### src/rtl/pwm_dbuf_pkg.sv
package pwm_dbuf_pkg;
  // What the active registers do on a given clock edge.
  typedef enum logic [1:0] {
    XF_HOLD   = 2'd0,
    XF_MANUAL = 2'd1,
    XF_RELOAD = 2'd2,
    XF_DEC    = 2'd3
  } xfer_e;
endpackage

### src/rtl/pwm_shadow_buf.sv
module pwm_shadow_buf #(
  parameter int W = 8
) (
  input  logic         clk,
  input  logic         rst_n,
  input  logic         cnt_we,
  input  logic [W-1:0] cnt_wd,
  input  logic         cmp_we,
  input  logic [W-1:0] cmp_wd,
  output logic [W-1:0] cnt_buf,
  output logic [W-1:0] cmp_buf
);
  // Software-visible shadows; never touched by the counting path.
  always_ff @(posedge clk or negedge rst_n) begin
    if (!rst_n) begin
      cnt_buf <= '0;
      cmp_buf <= '0;
    end else begin
      if (cnt_we) cnt_buf <= cnt_wd;
      if (cmp_we) cmp_buf <= cmp_wd;
    end
  end
endmodule

### src/rtl/pwm_xfer_ctrl.sv
module pwm_xfer_ctrl
  import pwm_dbuf_pkg::*;
(
  input  logic  start,
  input  logic  manual_load,
  input  logic  auto_reload,
  input  logic  tick_en,
  input  logic  cnt_zero,
  output xfer_e xfer,
  output logic  running
);
  // Manual load wins over everything; counting needs start and a tick.
  always_comb begin
    running = start && !manual_load;
    xfer    = XF_HOLD;
    if (manual_load) begin
      xfer = XF_MANUAL;
    end else if (start && tick_en) begin
      if (!cnt_zero)        xfer = XF_DEC;
      else if (auto_reload) xfer = XF_RELOAD;
      else                  xfer = XF_HOLD;
    end
  end
endmodule

### src/rtl/pwm_down_cnt.sv
module pwm_down_cnt
  import pwm_dbuf_pkg::*;
#(
  parameter int W = 8
) (
  input  logic         clk,
  input  logic         rst_n,
  input  xfer_e        xfer,
  input  logic [W-1:0] cnt_buf,
  input  logic [W-1:0] cmp_buf,
  output logic [W-1:0] act_cnt,
  output logic [W-1:0] act_cmp,
  output logic         cnt_zero,
  output logic         expire
);
  localparam logic [W-1:0] ONE = W'(1);

  assign cnt_zero = (act_cnt == '0);

  always_ff @(posedge clk or negedge rst_n) begin
    if (!rst_n) begin
      act_cnt <= '0;
      act_cmp <= '0;
      expire  <= 1'b0;
    end else begin
      // Pulse only on the 1 -> 0 step of a decrement.
      expire <= (xfer == XF_DEC) && (act_cnt == ONE);
      unique case (xfer)
        XF_MANUAL, XF_RELOAD: begin
          act_cnt <= cnt_buf;
          act_cmp <= cmp_buf;
        end
        XF_DEC:  act_cnt <= act_cnt - ONE;
        default: ;
      endcase
    end
  end
endmodule

### src/rtl/pwm_level.sv
module pwm_level #(
  parameter int W = 8
) (
  input  logic         running,
  input  logic [W-1:0] act_cnt,
  input  logic [W-1:0] act_cmp,
  output logic         pwm
);
  // Strict compare: threshold 0 never asserts, threshold above count always does.
  assign pwm = running && (act_cnt < act_cmp);
endmodule

### src/rtl/pwm_dbuf_chan.sv
module pwm_dbuf_chan
  import pwm_dbuf_pkg::*;
#(
  parameter int W = 8
) (
  input  logic         clk,
  input  logic         rst_n,
  input  logic         tick_en,
  input  logic         start,
  input  logic         manual_load,
  input  logic         auto_reload,
  input  logic         cnt_wr_en,
  input  logic [W-1:0] cnt_wr_data,
  input  logic         cmp_wr_en,
  input  logic [W-1:0] cmp_wr_data,
  output logic         pwm_o,
  output logic         expire_o
);
  logic [W-1:0] cnt_buf, cmp_buf;
  logic [W-1:0] act_cnt, act_cmp;
  logic         cnt_zero, running;
  xfer_e        xfer;

  pwm_shadow_buf #(.W(W)) u_buf (
    .clk(clk), .rst_n(rst_n),
    .cnt_we(cnt_wr_en), .cnt_wd(cnt_wr_data),
    .cmp_we(cmp_wr_en), .cmp_wd(cmp_wr_data),
    .cnt_buf(cnt_buf), .cmp_buf(cmp_buf)
  );

  pwm_xfer_ctrl u_ctrl (
    .start(start), .manual_load(manual_load), .auto_reload(auto_reload),
    .tick_en(tick_en), .cnt_zero(cnt_zero),
    .xfer(xfer), .running(running)
  );

  pwm_down_cnt #(.W(W)) u_cnt (
    .clk(clk), .rst_n(rst_n), .xfer(xfer),
    .cnt_buf(cnt_buf), .cmp_buf(cmp_buf),
    .act_cnt(act_cnt), .act_cmp(act_cmp),
    .cnt_zero(cnt_zero), .expire(expire_o)
  );

  pwm_level #(.W(W)) u_lvl (
    .running(running), .act_cnt(act_cnt), .act_cmp(act_cmp), .pwm(pwm_o)
  );
endmodule

### config.mk
export PLATFORM = sky130hd
export DESIGN_NAME = pwm_dbuf_chan
export DESIGN_NICKNAME = d
export VERILOG_FILES = /design/src/rtl/pwm_dbuf_pkg.sv /design/src/rtl/pwm_shadow_buf.sv /design/src/rtl/pwm_xfer_ctrl.sv /design/src/rtl/pwm_down_cnt.sv /design/src/rtl/pwm_level.sv /design/src/rtl/pwm_dbuf_chan.sv
export SDC_FILE = /design/constraint.sdc
export NUM_CORES = 1
export LEC_CHECK = 0
export BUFFER_PORTS_ARGS = -buffer_cell sky130_fd_sc_hd__buf_4
export CAP_MARGIN = 0
export CORE_AREA = 8 8 67 69
export CTS_CLUSTER_SIZE = 8
export DETAILED_ROUTE_END_ITERATION = 6
export DIE_AREA = 0 0 75 77
export MAX_ROUTING_LAYER = met4
export PLACE_DENSITY = 0.79
export SETUP_SLACK_MARGIN = 0.15
export SLEW_MARGIN = 20
export SYNTH_ARGS = -nofsm -noshare
export SYNTH_HDL_FRONTEND = slang
export SYNTH_SLANG_ARGS = --single-unit
export TNS_END_PERCENT = 5
### constraint.sdc
create_clock -name clk -period 2.8 [get_ports clk]
set_clock_uncertainty 0.05 [all_clocks]
set_input_delay 0.28 -clock clk [delete_from_list [all_inputs] [get_ports clk]]
set_output_delay 0.28 -clock clk [all_outputs]
set_load 0.1 [all_outputs]
# After elaboration in Yosys (flattened, before gate mapping)
# Cells that the tools add are included.
op_classes:
  eq_ne: 4
  n_reduce_logical: 8
  n_lt_le_gt_ge: 1
  addsub: 1
  muxes: 5
ops:
  columns: ["operator", "n"]
  rows:
  - ["$pmux W8 S2", 1]
  - ["$eq A8 B1 Y1 const B", 1]
  - ["$logic_not A8 Y1", 1]
  - ["$lt A8 B8 Y1", 1]
  - ["$mux W2", 4]
  - ["$sub A8 B1 Y8 const B", 1]
  - ["$eq A2 B2 Y1 const B", 2]
  - ["$logic_and A1 B1 Y1", 4]
  - ["$eq A2 B1 Y1 const B", 1]
  - ["$reduce_bool A2 Y1", 1]
  - ["$reduce_or A2 Y1", 1]
  - ["$logic_not A1 Y1", 1]
word_totals:
  wordCells: 24
  in_bits: 24
  register_bits: 33
  out_inout_bits: 2

# Longest topological paths before layout
# Gate-level depths: netlist of run 1.
logic_depth:
  ltp_word: 7
  mapped_depth: 10
  depth_no_buf: 9

# Modules after synthesis
# From an unflattened synthesis of run 1, not the netlist that was laid out.
hier_totals:
  cells_unflattened: 149
  hier_area_um2: 1774.2
by_module_without_submodules:
  columns: ["mod", "seq_area_each_um2", "instances", "cells_each", "area_per_inst_um2"]
  rows:
  - ["pwm_down_cnt", 425.4, 1, 84, 893.4]
  - ["pwm_shadow_buf", 400.4, 1, 34, 663.1]
  - ["pwm_level", 0.0, 1, 26, 183.9]
  - ["pwm_xfer_ctrl", 0.0, 1, 5, 33.8]

# Least setup slack after synthesis of run 1
# No wires, ideal clock.
synth_path:
  kind: "reg-to-output"
  start: "reg u_cnt.act_cnt[3]"
  end: "out pwm_o"
  path_stages_with_launch: 5
  path_slack_ps: -413
  n_path_buf: 0
  required_time_ps: 2470
  arrival_ps: 2883
  cell_sequence: "dfrtp_1 -> ha_1 -> a2111oi_0 -> o21ai_0 -> a41oi_1"
synth_between:
  elab_chain_cells: 2
synth_rtl:
  columns: ["element", "line", "source"]
  rows:
  - ["start, declared", "pwm_down_cnt.sv:11", "output logic [W-1:0] act_cnt,"]
  - ["start signal, assigned", "pwm_down_cnt.sv:30", "act_cnt <= cnt_buf;"]
  - ["start signal, assigned", "pwm_down_cnt.sv:33", "XF_DEC: act_cnt <= act_cnt - ONE;"]
  - ["$lt A8 B8 Y1", "pwm_level.sv:10", "assign pwm = running && (act_cnt < act_cmp);"]
  - ["$logic_and A1 B1 Y1", "pwm_level.sv:10", null]
  - ["end, declared", "pwm_dbuf_chan.sv:16", "output logic pwm_o,"]
# Every way passes these cells.

# Final worst setup path of run 1
# Same ends and word-level chain as after synthesis.

==> results of run 1 <==
[cell type report]
cell class / instances / share of cell area
well taps: 48 / 0.0305
flip-flops and latches: 33 / 0.419
clock buffers: 8 / 0.0248
multi-input cells: 102 / 0.393
inverters: 11 / 0.0210
diodes: 1 / 0.00127
repair buffers: 28 / 0.110
[flip-flops by register name (all words and copies together) (netlist names)]
| signal | flops |
|---|---|
| u_cnt.act_cmp | 8 |
| u_cnt.act_cnt | 8 |
| u_cnt.expire | 1 |
| u_buf.cnt_buf | 8 |
| u_buf.cmp_buf | 8 |
[kinds of logic after synthesis]
group / count (synthesis)
flip-flops: 33
adder cells (fa/ha/maj): 13
AND/OR/NAND/NOR: 33
AO/OA/AOI/OAI: 36
buffers and inverters: 16
multiplexers: 20
[what timing repair did]
item                                    in CTS  in global routing
endpoints found under the hold margin       33                  0
hold buffers                                 1                  0
endpoints found under the setup margin       1                  7
gates resized for setup                      3                  1
[layout by cell type, fill, tap and decap left out, types with 5 or more instances in the layout]
| master | n |
|---|---|
| ha_1 | 12 |
| o21ai_0 | 12 |
| buf_4 | 26 |
| a21oi_1 | 6 |
| nand2_1 | 18 |
| clkbuf_4 | 5 |
| o22ai_1 | 6 |
| mux2_2 | 17 |
| dfrtp_1 | 33 |
| inv_1 | 11 |
[through the flow]
stage               area, µm²  power (W)  hold slack (ns)
floorplan                1660   0.000759          -0.0656
global placement         1900   0.000834            0.185
detailed placement       1900   0.000862            0.192
CTS                      1960    0.00111            0.119
global route             1970    0.00118            0.113
finish                   1970    0.00111            0.120
[report_power, final]
part	leakage (nW)	switching (W)	total, W	internal (W)
sequential	0.390	0.0000523	0.000590	0.000537
clock	0.0266	0.000150	0.000250	0.0000999
combinational	0.479	0.000144	0.000270	0.000126
total	0.895	0.000347	0.00111	0.000763
[layer usage]
layer / GRT usage / part of all wire / wire length [µm] / vias up
met5: - / 0 / 0 / -
met2: 0.214 / 0.51 / 1800 / 21
li1: - / - / - / 597
met4: 0.0902 / 0.035 / 124 / 0
met3: 0.0325 / 0.036 / 128 / 12
met1: 0.153 / 0.42 / 1500 / 595
[how the worst max path moves through the flow]
stage,depth (start not counted),end,from
2_1_floorplan,4,pwm_o,u_cnt.act_cnt[3]
5_1_grt,9,u_cnt.act_cnt[3],u_cnt.act_cnt[3]
3_5_place_dp,8,u_cnt.act_cnt[3],u_cnt.act_cnt[3]
6_report,5,pwm_o,u_cnt.act_cnt[3]
3_3_place_gp,8,u_cnt.act_cnt[4],u_cnt.act_cnt[3]
4_1_cts,5,pwm_o,u_cnt.act_cnt[3]
==> reports/results.tsv, run 1 <==
stage	metric	value	unit
critical_path	path_buf_inv	1	
critical_path	r2r_setup_slack	0.25	ns
finish	multiInputGateArea	774	µm²
critical_path	cp.required	2.47	ns
detailed_routing	post_drt_via_cell_ratio	5.30	
floorplan	std_cell_rows	22	
synthesis	async_reset_ff_frac	1.00	
clock_network	htreeDepth	2	
timing	setup_ws	0.162	ns
status	status	finished, final reports clean	
synthesis	synth_area_per_cell	10.9	µm²
timing	post-route-period-util	0.942	
global_routing	grt_max_degree	34	
synthesis	synth_top_area_frac	0.501	
timing	finalSetupViolCount	0	
clock_network	cts_made_buffers	5	
timing	maxSlewViolCount	0	
placement	place_ws	0.276	ns
finish	post-route-util	0.563	
synthesis	syn_area	0.00165	mm²
hold_path	hp-class	input pin to flop	
synthesis	synth_edf_count	0	
detailed_routing	detail_route.iter0.violations	48	
synthesis	synthAdderAreaFrac	0.0986	
clock_network	root_buffer	clkbuf_4	
detailed_routing	drt_pass1_iterations	4	
synthesis	synth_top_area_cell	dfrtp_1	
finish	nFillCells	291	
clock_network	clockBufferDepth	2	
timing	fin_crit	2.64	ns
synthesis	syn_inst	151	
clock_network	path_clk_slew	0.09	ns
critical_path	slowest_delay	0.49	ns
clock_network	clkSinkCount	33	
power	p_per_area	564	mW/mm²
placement	hpwlAfterDp	2730	µm
detailed_routing	drc	0	
global_routing	grt_pass1_vias	1356	
global_routing	grt_first_pass_wirelength	6030	µm
synthesis	synth-seq-cells	33	
critical_path	regToRegStartpoint	u_cnt.act_cnt[3]	
timing	max_freq	379	MHz
critical_path	setup.worst_path.end_class	output port	
critical_path	rr_endpoint	u_cnt.act_cnt[3]	
critical_path	timing.reg2reg.worst_path_depth	8	
synthesis	synthesis.nets	188	
placement	place_congestion	0.887	
synthesis	synthTopCellsByArea	dfrtp_1 50%, mux2_2 12%, ha_1 9.9%	
placement	io_buffer_count	25	
clock_network	clock_latency	0.33	ns
floorplan	initial_core_util	0.472	
clock_network	postCtsSetupBuffers	0	
critical_path	crit_chain	ha_1, a2111oi_1, o21ai_1, a41oi_2, buf_6	
finish	final-instance-count-excl-fill	231	
detailed_routing	totalWireLength	3550	µm
critical_path	worstPathArrival	2.31	ns
synthesis	ys_seq_area_frac	0.501	
placement	post-place-cells	221	
timing	relSlewSlack	0.704	
synthesis	ys_types	30	
floorplan	die_x	75	µm
finish	regArea	826	µm²
critical_path	worstSetupPathType	flop to output port	
hold_path	min_path_cells	2	
critical_path	cp-start-kind	flop	
clock_network	cts_tree	done	
synthesis	synth_simple_gate_area_frac	0.0979	
synthesis	muxShareOfSynthArea	0.134	
detailed_routing	antenna_left	0	
synthesis	synth_flop_cell	dfrtp_1	
timing	worst_pin_slew	0.443	ns
hold_path	min_to	u_buf.cnt_buf[0]	
critical_path	cp_top_family	compound AO/OA/AOI/OAI gates	
synthesis	synthXorXnorAreaFrac	0	
global_routing	track_usage	0.138	
timing	tns	0	ns
floorplan	dieArea	0.00578	mm²
hold_path	min_from	cnt_wr_data[0]	
timing	timing_hold_violations_final	0	
timing	rsz0062_at_grt	yes	
finish	area_growth	19.4	%
power	leakagePower	0.895	nW
synthesis	synth_top_cells_by_count	33 x dfrtp_1, 18 x nand2_1, 17 x mux2_2	
floorplan	coreArea	0.00350	mm²
flow_run	max-cap-violations	0	
global_routing	grt_overflow	0	
finish	final_net_count	218	
floorplan	ios	26	
floorplan	chipHeight	77	µm
detailed_routing	vias	1225	
global_routing	antenna_found_initial	0	
detailed_routing	wl_per_cell	15.4	µm
synthesis	synth_compound_area_frac	0.132	
critical_path	crit_slowest_cell	a2111oi_1	
synthesis	synth_warnings	0	
critical_path	cp_max_fo	7	
synthesis	synth.most_common_cell	dfrtp_1	
synthesis	synth_top_family_by_area	multiplexers	
finish	layout-drive-gt1-share	0.297	
power	max-vdd-ir-drop	0.307	mV
No activity file was read; power rests on OpenSTA's default activity.
==> inputs of run 2 (changes only) <==
--- a/config.mk
+++ b/config.mk
@@ -5,14 +5,16 @@
 export SDC_FILE = /design/constraint.sdc
 export NUM_CORES = 1
 export LEC_CHECK = 0
-export BUFFER_PORTS_ARGS = -buffer_cell sky130_fd_sc_hd__buf_4
+export ABC_AREA = 0
 export CAP_MARGIN = 0
 export CORE_AREA = 8 8 67 69
 export CTS_CLUSTER_SIZE = 8
 export DETAILED_ROUTE_END_ITERATION = 6
 export DIE_AREA = 0 0 75 77
+export DONT_BUFFER_PORTS = 1
+export GPL_ROUTABILITY_DRIVEN = 0
 export MAX_ROUTING_LAYER = met4
-export PLACE_DENSITY = 0.79
+export PLACE_DENSITY = 0.72
 export SETUP_SLACK_MARGIN = 0.15
 export SLEW_MARGIN = 20
 export SYNTH_ARGS = -nofsm -noshare
==> run 2 against run 1 <==
Wire length decreased by 3.6%. Register-to-register slack improved by 0.03 ns. Flip-flop and latch count unchanged. Critical path depth up 1. Combinational power rose by 2%. Critical endpoint unchanged.
==> reports/results.tsv, run 2 (synthesis gave the netlist of run 1 again) <==
stage	metric	value	unit	change
hold_path	min_from	cnt_wr_data[5]		
finish	final_net_count	213		-2.3%
floorplan	dieArea	0.00578	mm²	unchanged
timing	rsz0062_at_grt	no		
critical_path	r2r_setup_slack	0.28	ns	+0.03 ns
flow_run	max-cap-violations	0		unchanged
global_routing	grt_pass1_vias	1160		-14%
clock_network	root_buffer	clkbuf_4		
timing	fin_crit	2.54	ns	-0.0958 ns
clock_network	cts_made_buffers	5		unchanged
floorplan	die_x	75	µm	unchanged
floorplan	initial_core_util	0.472		unchanged
timing	relSlewSlack	0.418		-0.286
critical_path	timing.reg2reg.worst_path_depth	8		unchanged
global_routing	grt_overflow	0		unchanged
timing	worst_pin_slew	0.873	ns	+0.430 ns
timing	tns	0	ns	unchanged
detailed_routing	antenna_left	0		unchanged
floorplan	ios	26		unchanged
detailed_routing	totalWireLength	3420	µm	-3.6%
global_routing	antenna_found_initial	0		unchanged
detailed_routing	detail_route.iter0.violations	62		+29%
finish	layout_common_cells	30 x dfrtp_1, 17 x nand2_1, 17 x mux2_2		
critical_path	worstSetupStartpoint	u_cnt.act_cnt[5]		
global_routing	track_usage	0.128		-0.00979
finish	layout-drive-gt1-share	0.243		-0.0538
placement	hpwlAfterDp	2390	µm	-12%
status	status	finished, final reports clean		
global_routing	grt_max_degree	34		unchanged
clock_network	clkSinkCount	33		unchanged
placement	placed_area	0.00172	mm²	-9.5%
finish	antenna_cells	0		-1
floorplan	chipHeight	77	µm	unchanged
finish	area_growth	22.6	%	
clock_network	clock_latency	0.36	ns	+0.03 ns
critical_path	regToRegStartpoint	u_cnt.act_cnt[3]		
timing	maxSlewViolCount	0		unchanged
timing	fin_hold_ws	0.0282	ns	-0.0914 ns
detailed_routing	wl_per_cell	15.2	µm	-0.98%
critical_path	cp-start-kind	flop		
finish	layout_commonest_cell	dfrtp_1		
hold_path	hp-class	input pin to flop		
hold_path	min_path_cells	1		-1
timing	max_freq	393	MHz	+3.8%
placement	io_buffer_count	0		-100%
critical_path	cp_max_fo	3		-4
detailed_routing	vias	1197		-2.3%
power	max-vdd-ir-drop	0.267	mV	-13%
floorplan	coreArea	0.00350	mm²	unchanged
critical_path	cp.required	2.47	ns	about the same
detailed_routing	post_drt_via_cell_ratio	5.32		+0.32%
finish	design_area	0.00202	mm²	+2.7%
clock_network	path_clk_slew	0.12	ns	+0.03 ns
power	p_per_area	606	mW/mm²	+7.5%
detailed_routing	drt_pass1_iterations	4		unchanged
global_routing	grt_first_pass_wirelength	5440	µm	-9.8%
floorplan	std_cell_rows	22		unchanged
timing	post-route-period-util	0.908		-0.0342
detailed_routing	drc	0		unchanged
critical_path	rr_endpoint	u_cnt.act_cnt[4]		
timing	timing_hold_violations_final	0		unchanged
power	leakagePower	0.882	nW	-1.5%
clock_network	clockBufferDepth	2		unchanged
critical_path	worstPathArrival	2.21	ns	-0.10 ns
clock_network	htreeDepth	2		unchanged
critical_path	worstSetupPathType	flop to output port		
clock_network	cts_tree	done		
critical_path	setup.worst_path.end_class	output port		
hold_path	min_to	u_buf.cnt_buf[5]		
timing	finalSetupViolCount	0		unchanged
run 2: per-stage QoR:
step | utilization | total power (W) | cells | worst slack (ns)
after detailed placement | 0.492 | 0.000811 | 197 | 0.300
final | 0.578 | 0.00122 | 225 | 0.258
after global routing | 0.578 | 0.00130 | 225 | 0.153
after CTS | 0.525 | 0.00119 | 207 | 0.214
after global placement | 0.492 | 0.000796 | 197 | 0.378
after floorplan | - | 0.000759 | 151 | 0.289
run 2: what timing repair did:
item,4_1_cts,5_1_grt
setup buffers,0,4
gates resized for setup,0,6
hold endpoints to repair,33,8
hold buffers,2,14
endpoints found under the setup margin,0,7
run 2: worst max-delay path by stage:
stage	endpoint	slack (ns)	cells after the start
after detailed placement	u_cnt.act_cnt[5]	0.30	8
after global placement	u_cnt.act_cnt[2]	0.38	8
after CTS	pwm_o	0.21	5
after floorplan	pwm_o	0.29	4
after global routing	u_cnt.act_cnt[4]	0.15	8
final	pwm_o	0.26	6
run 2: layout make-up:
cell class,count,area [µm²]
clock buffer,5,37.5
clock inverter,3,46.3
fill,296,1470
inverter,11,41.3
multi-input combinational,102,785
sequential,33,830
tap,48,60.1
timing repair buffer,23,223
run 2: worst max-delay path: stages (launching register included):
cell and delay, ns:
dfrtp_2 0.45, buf_4 0.15, ha_1 0.19, a2111oi_0 0.32
o21ai_0 0.21, a41oi_2 0.22, buf_4 0.32
run 2: routing by layer:
layer,vias to the layer above,part of all wire,track usage
met5,-,0,-
met4,0,0.019,0.0627
met3,6,0.056,0.0637
met2,22,0.49,0.193
met1,582,0.43,0.135
li1,587,-,-
run 2: report_power, final:
part	internal, W	total [W]	leakage [nW]	switching (W)
registers	0.000539	0.000586	0.387	0.0000470
clock network	0.000189	0.000364	0.0414	0.000176
logic	0.000135	0.000275	0.454	0.000139
